**src/rtl/sfu_pkg.sv**
```systemverilog
package sfu_pkg;

    localparam int SREG_W = 8;
    localparam int FIDX_W = $clog2(SREG_W);

    localparam int FLG_C = 0;
    localparam int FLG_Z = 1;
    localparam int FLG_N = 2;
    localparam int FLG_V = 3;
    localparam int FLG_S = 4;
    localparam int FLG_H = 5;
    localparam int FLG_T = 6;
    localparam int FLG_I = 7;

    typedef enum logic [3:0] {
        OP_SHL  = 4'd0,
        OP_SHR  = 4'd1,
        OP_RTL  = 4'd2,
        OP_RTR  = 4'd3,
        OP_SAR  = 4'd4,
        OP_NSW  = 4'd5,
        OP_TST  = 4'd6,
        OP_TLD  = 4'd7,
        OP_FON  = 4'd8,
        OP_FOFF = 4'd9
    } sfu_op_e;

    function automatic logic op_is_shift(input logic [3:0] code);
        return code <= 4'(OP_SAR);
    endfunction

endpackage

```
**src/rtl/sfu_shifter.sv**
```systemverilog
module sfu_shifter
    import sfu_pkg::*;
#(
    parameter int DATA_W = 8
) (
    input  logic [3:0]        op_code,
    input  logic [DATA_W-1:0] src,
    input  logic              carry_in,
    output logic [DATA_W-1:0] shifted,
    output logic              carry_out
);

    always_comb begin
        shifted   = src;
        carry_out = carry_in;
        unique case (op_code)
            4'(OP_SHL): begin
                shifted   = {src[DATA_W-2:0], 1'b0};
                carry_out = src[DATA_W-1];
            end
            4'(OP_SHR): begin
                shifted   = {1'b0, src[DATA_W-1:1]};
                carry_out = src[0];
            end
            4'(OP_RTL): begin
                shifted   = {src[DATA_W-2:0], carry_in};
                carry_out = src[DATA_W-1];
            end
            4'(OP_RTR): begin
                shifted   = {carry_in, src[DATA_W-1:1]};
                carry_out = src[0];
            end
            4'(OP_SAR): begin
                shifted   = {src[DATA_W-1], src[DATA_W-1:1]};
                carry_out = src[0];
            end
            default: begin
                shifted   = src;
                carry_out = carry_in;
            end
        endcase
    end

endmodule

```
**src/rtl/sfu_bitops.sv**
```systemverilog
module sfu_bitops
    import sfu_pkg::*;
#(
    parameter int DATA_W = 8,
    localparam int IDX_W = $clog2(DATA_W),
    localparam int HALF  = DATA_W / 2
) (
    input  logic [3:0]        op_code,
    input  logic [DATA_W-1:0] src,
    input  logic [IDX_W-1:0]  sel_bit,
    input  logic              t_in,
    output logic [DATA_W-1:0] bit_res,
    output logic              t_pick
);

    logic [DATA_W-1:0] loaded;
    logic [DATA_W-1:0] swapped;

    for (genvar i = 0; i < DATA_W; i++) begin : g_load
        assign loaded[i] = (sel_bit == IDX_W'(i)) ? t_in : src[i];
    end

    assign swapped = {src[HALF-1:0], src[DATA_W-1:HALF]};
    assign t_pick  = src[sel_bit];

    always_comb begin
        unique case (op_code)
            4'(OP_NSW): bit_res = swapped;
            4'(OP_TLD): bit_res = loaded;
            default:    bit_res = src;
        endcase
    end

endmodule

```
**src/rtl/sfu_flags.sv**
```systemverilog
module sfu_flags
    import sfu_pkg::*;
#(
    parameter int DATA_W = 8
) (
    input  logic [3:0]        op_code,
    input  logic [SREG_W-1:0] sreg_cur,
    input  logic [FIDX_W-1:0] sel_flag,
    input  logic [DATA_W-1:0] shifted,
    input  logic              carry_out,
    input  logic              t_pick,
    output logic [SREG_W-1:0] sreg_nxt
);

    logic neg_f;
    logic ovf_f;

    assign neg_f = shifted[DATA_W-1];
    assign ovf_f = neg_f ^ carry_out;

    always_comb begin
        sreg_nxt = sreg_cur;
        if (op_is_shift(op_code)) begin
            sreg_nxt[FLG_C] = carry_out;
            sreg_nxt[FLG_Z] = (shifted == '0);
            sreg_nxt[FLG_N] = neg_f;
            sreg_nxt[FLG_V] = ovf_f;
            sreg_nxt[FLG_S] = neg_f ^ ovf_f;
        end else begin
            unique case (op_code)
                4'(OP_TST):  sreg_nxt[FLG_T]    = t_pick;
                4'(OP_FON):  sreg_nxt[sel_flag] = 1'b1;
                4'(OP_FOFF): sreg_nxt[sel_flag] = 1'b0;
                default:     sreg_nxt           = sreg_cur;
            endcase
        end
    end

endmodule

```
**src/rtl/shift_flag_unit.sv**
```systemverilog
module shift_flag_unit
    import sfu_pkg::*;
#(
    parameter int DATA_W = 8,
    localparam int IDX_W = $clog2(DATA_W)
) (
    input  logic              clk,
    input  logic              rst_n,
    input  logic              op_valid,
    input  logic [3:0]        op_sel,
    input  logic [DATA_W-1:0] operand,
    input  logic [IDX_W-1:0]  bit_idx,
    input  logic [FIDX_W-1:0] flag_idx,
    output logic [DATA_W-1:0] result,
    output logic              result_valid,
    output logic [SREG_W-1:0] sreg
);

    logic [DATA_W-1:0] shifted;
    logic              carry_out;
    logic [DATA_W-1:0] bit_res;
    logic              t_pick;
    logic [SREG_W-1:0] sreg_nxt;
    logic [DATA_W-1:0] res_nxt;

    sfu_shifter #(.DATA_W(DATA_W)) u_shift (
        .op_code   (op_sel),
        .src       (operand),
        .carry_in  (sreg[FLG_C]),
        .shifted   (shifted),
        .carry_out (carry_out)
    );

    sfu_bitops #(.DATA_W(DATA_W)) u_bits (
        .op_code (op_sel),
        .src     (operand),
        .sel_bit (bit_idx),
        .t_in    (sreg[FLG_T]),
        .bit_res (bit_res),
        .t_pick  (t_pick)
    );

    sfu_flags #(.DATA_W(DATA_W)) u_flags (
        .op_code   (op_sel),
        .sreg_cur  (sreg),
        .sel_flag  (flag_idx),
        .shifted   (shifted),
        .carry_out (carry_out),
        .t_pick    (t_pick),
        .sreg_nxt  (sreg_nxt)
    );

    assign res_nxt = op_is_shift(op_sel) ? shifted : bit_res;

    always_ff @(posedge clk) begin
        if (!rst_n) begin
            result       <= '0;
            sreg         <= '0;
            result_valid <= 1'b0;
        end else begin
            result_valid <= op_valid;
            if (op_valid) begin
                result <= res_nxt;
                sreg   <= sreg_nxt;
            end
        end
    end

endmodule

```
**config.mk**
```make
export PLATFORM = sky130hd
export DESIGN_NAME = shift_flag_unit
export DESIGN_NICKNAME = d
export VERILOG_FILES = /design/src/rtl/sfu_pkg.sv /design/src/rtl/sfu_shifter.sv /design/src/rtl/sfu_bitops.sv /design/src/rtl/sfu_flags.sv /design/src/rtl/shift_flag_unit.sv
export SDC_FILE = /design/constraint.sdc
export NUM_CORES = 1
export LEC_CHECK = 0
export CORE_AREA = 2 2 73 75
export CTS_CLUSTER_SIZE = 12
export DETAILED_ROUTE_END_ITERATION = 6
export DIE_AREA = 0 0 75 77
export PLACE_DENSITY_LB_ADDON = 0.3
export SYNTH_ARGS = -nofsm -noshare
export SYNTH_HDL_FRONTEND = slang
export SYNTH_SLANG_ARGS = --single-unit
```
**constraint.sdc**
```tcl
create_clock -name clk -period 1.9 [get_ports clk]
set_input_delay 0.57 -clock clk [delete_from_list [all_inputs] [get_ports clk]]
set_output_delay 0.57 -clock clk [all_outputs]
set_load 0.03 [all_outputs]
```
==> impl_metrics.py <==
metrics = {
    "floorplan": {
        "die_w_um": 75,
        "initial_core_util": 0.321,
        "pin_count": 38,
        "dieArea_um2": 5780,
        "rows": 26,
        "fp.dieH_um": 77,
        "core-area_um2": 4980,
    },
    "setup_path": {
        "crit_family": "buffers and inverters",
        "path_class": "reg2out",
        "path_cells": "clkdlybuf4s50_1",
        "crit_slowest_cell": "clkdlybuf4s50_1",
        "slowest_delay_ns": 0.71,
        "cp_max_fo": 2,
        "startpoint_type": "flip-flop",
        "crit_buf_inv": 1,
        "worst-endpoint-arrival_ns": 1.31,
        "endpoint_kind": "primary output",
        "cp.required_ns": 1.33,
    },
    "clock_tree": {
        "ctsRootBufferMaster": "clkbuf_8",
        "h-tree-depth": 1,
        "clock_latency_ns": 0.25,
        "post_cts_buffers": 0,
        "cts_made_buffers": 3,
        "path_clk_slew_ns": 0.07,
        "clkSinkCount": 17,
        "cts_buffer_depth": 2,
        "cts_tree": "yes",
    },
    "flow_run": {
        "cap_violations": 0,
    },
    "status": {
        "outcome": "finished, final reports clean",
    },
    "yosys": {
        "yosysUniqueCellTypes": 59,
        "synth_nets": 227,
        "ys_ff_latch": 17,
        "syn_inst": 206,
        "synthesis.area_um2": 1600,
        "yosysSeqAreaShare": 0.213,
        "yosysWarningCount": 0,
        "synth-main-ff-cell": "dfxtp_1",
        "synth_edf_count": 0,
        "synth_area_per_cell_um2": 7.75,
        "async_flop_share": 0,
    },
    "finish": {
        "syn2layout_area_growth_pct": 57.1,
        "drive_above_1_share": 0.289,
        "n_antenna_cell": 0,
        "final_area_um2": 2510,
        "nFillCells": 478,
        "multiInputGateArea_um2": 1190,
        "regArea_um2": 340,
        "final_nets": 306,
    },
    "global_route": {
        "grt_pass1_wl_mm": 8.54,
        "grt_overflow_total": 0,
        "grt_pass1_vias": 1821,
        "antenna_found_initial": 0,
        "grt_max_degree": 15,
        "grtUsageTotal": 0.187,
    },
    "pwr": {
        "powerDensity_nw_per_um2": 466,
        "p_leak_nw": 1.08,
        "vdd_ir_drop_max_uv": 369,
    },
    "detailed_routing": {
        "drt_iter0_markers": 106,
        "routed_via_density": 5.38,
        "detail_route.wl_per_cell_um": 15.3,
        "remaining_drc_errors": 0,
        "met3_length_um": 244,
        "wl_met2_mm": 2.56,
        "drt-met1-wl_mm": 2.54,
        "first_pass_iters": 4,
        "ant_nets": 0,
        "routed_wirelength_mm": 5.42,
        "num_vias": 1904,
        "top_layer_used": "met4",
    },
    "place": {
        "dpl_cell_area_um2": 2360,
        "gp_congestion": 0.833,
        "hpwl_mm": 3.96,
        "port_buffers": 37,
    },
    "sta": {
        "fmax_ghz": 0.533,
        "holdWs_ns": 0.502,
        "hold_viol_final": 0,
        "tightest_slew_ns": 0.403,
        "skew_ns": 0.00139,
        "finalCritPeriodShare": 0.988,
        "final-setup-viol-count": 0,
        "slew_headroom": 0.731,
        "drv_slew": 0,
        "min_period_ns": 1.88,
        "rsz0062_at_grt": "yes",
    },
    "min_path": {
        "hold_class": "reg2reg",
    },
}
-- what timing repair did --
item                                   4_1_cts  5_1_grt
setup endpoints to repair                   16       16
pin swaps                                    8        8
endpoints found under the hold margin        0        0
resized for setup                           14       17
hold buffers                                 0        0
cloned                                       2        0
-- final timing paths --
kind	slack [ns]	depth (start not counted)	startpoint	end
worst min register to register	0.50	1	flip-flop	flip-flop
worst max-delay path	0.02	1	result[7]	result[7]
worst min-delay path	0.50	1	flip-flop	flip-flop
worst max register to register	0.49	5	flip-flop	result[0]
-- layer usage --
metal  vias up  GRT usage
met5         -          0
li1        931          -
met2        46      0.297
met1       919      0.257
met4         0     0.0696
met3         8     0.0197
-- logic make-up after synthesis --
family                 share of synthesized area
muxes                                     0.0956
AOI/OAI and AO/OA                          0.342
buffers and inverters                     0.0807
DFF                                        0.213
and+or+nand+nor                            0.268
-- report_power, final --
part / total, mW / internal, mW / switching, mW
registers: 0.390 / 0.378 / 0.0117
clock network: 0.281 / 0.146 / 0.136
logic: 0.496 / 0.247 / 0.249
-- layout make-up --
type | instances | area share
multi-input combinational | 166 | 0.473
clock buffer | 3 | 0.0165
sequential | 17 | 0.136
timing repair buffer | 91 | 0.329
inverter | 6 | 0.00898
clock inverter | 1 | 0.00200
tap | 70 | 0.0349
-- layout by cell type (no fill, tap or decap), types with 4 or more instances in the layout --
master,n
a211oi_1,5
a21oi_1,12
buf_4,47
clkdlybuf4s50_1,26
dfxtp_1,17
dlygate4sd2_1,6
inv_1,5
mux2i_1,13
nand2_1,10
nand2b_1,4
nand3_1,4
nor2_1,26
nor3_1,4
o21a_1,8
o21ai_0,8
o21ai_1,4
-- stage by stage --
step                std cells  power [mW]  TNS (ns)   util  setup WS (ns)
global route              354        1.22   -0.0320  0.504        -0.0169
CTS                       354        1.16         0  0.493        0.00294
finish                    354        1.17         0  0.504         0.0223
global placement          348       0.866     -6.34  0.475         -0.514
detailed placement        348       0.869     -6.44  0.475         -0.518
floorplan                 206       0.645         0      -          0.219
-- cells in the mapped netlist, types with 5 or more instances --
| master | instances | share of area |
|---|---|---|
| nor2_1 | 27 | 0.063 |
| dfxtp_1 | 17 | 0.21 |
| a21oi_1 | 13 | 0.041 |
| mux2i_1 | 13 | 0.082 |
| nand2_1 | 10 | 0.024 |
| o21ai_0 | 10 | 0.031 |
| o21a_1 | 8 | 0.038 |
| a211oi_1 | 6 | 0.028 |
| clkbuf_1 | 5 | 0.012 |
| inv_1 | 5 | 0.012 |
No activity file was read; power rests on OpenSTA's default activity.
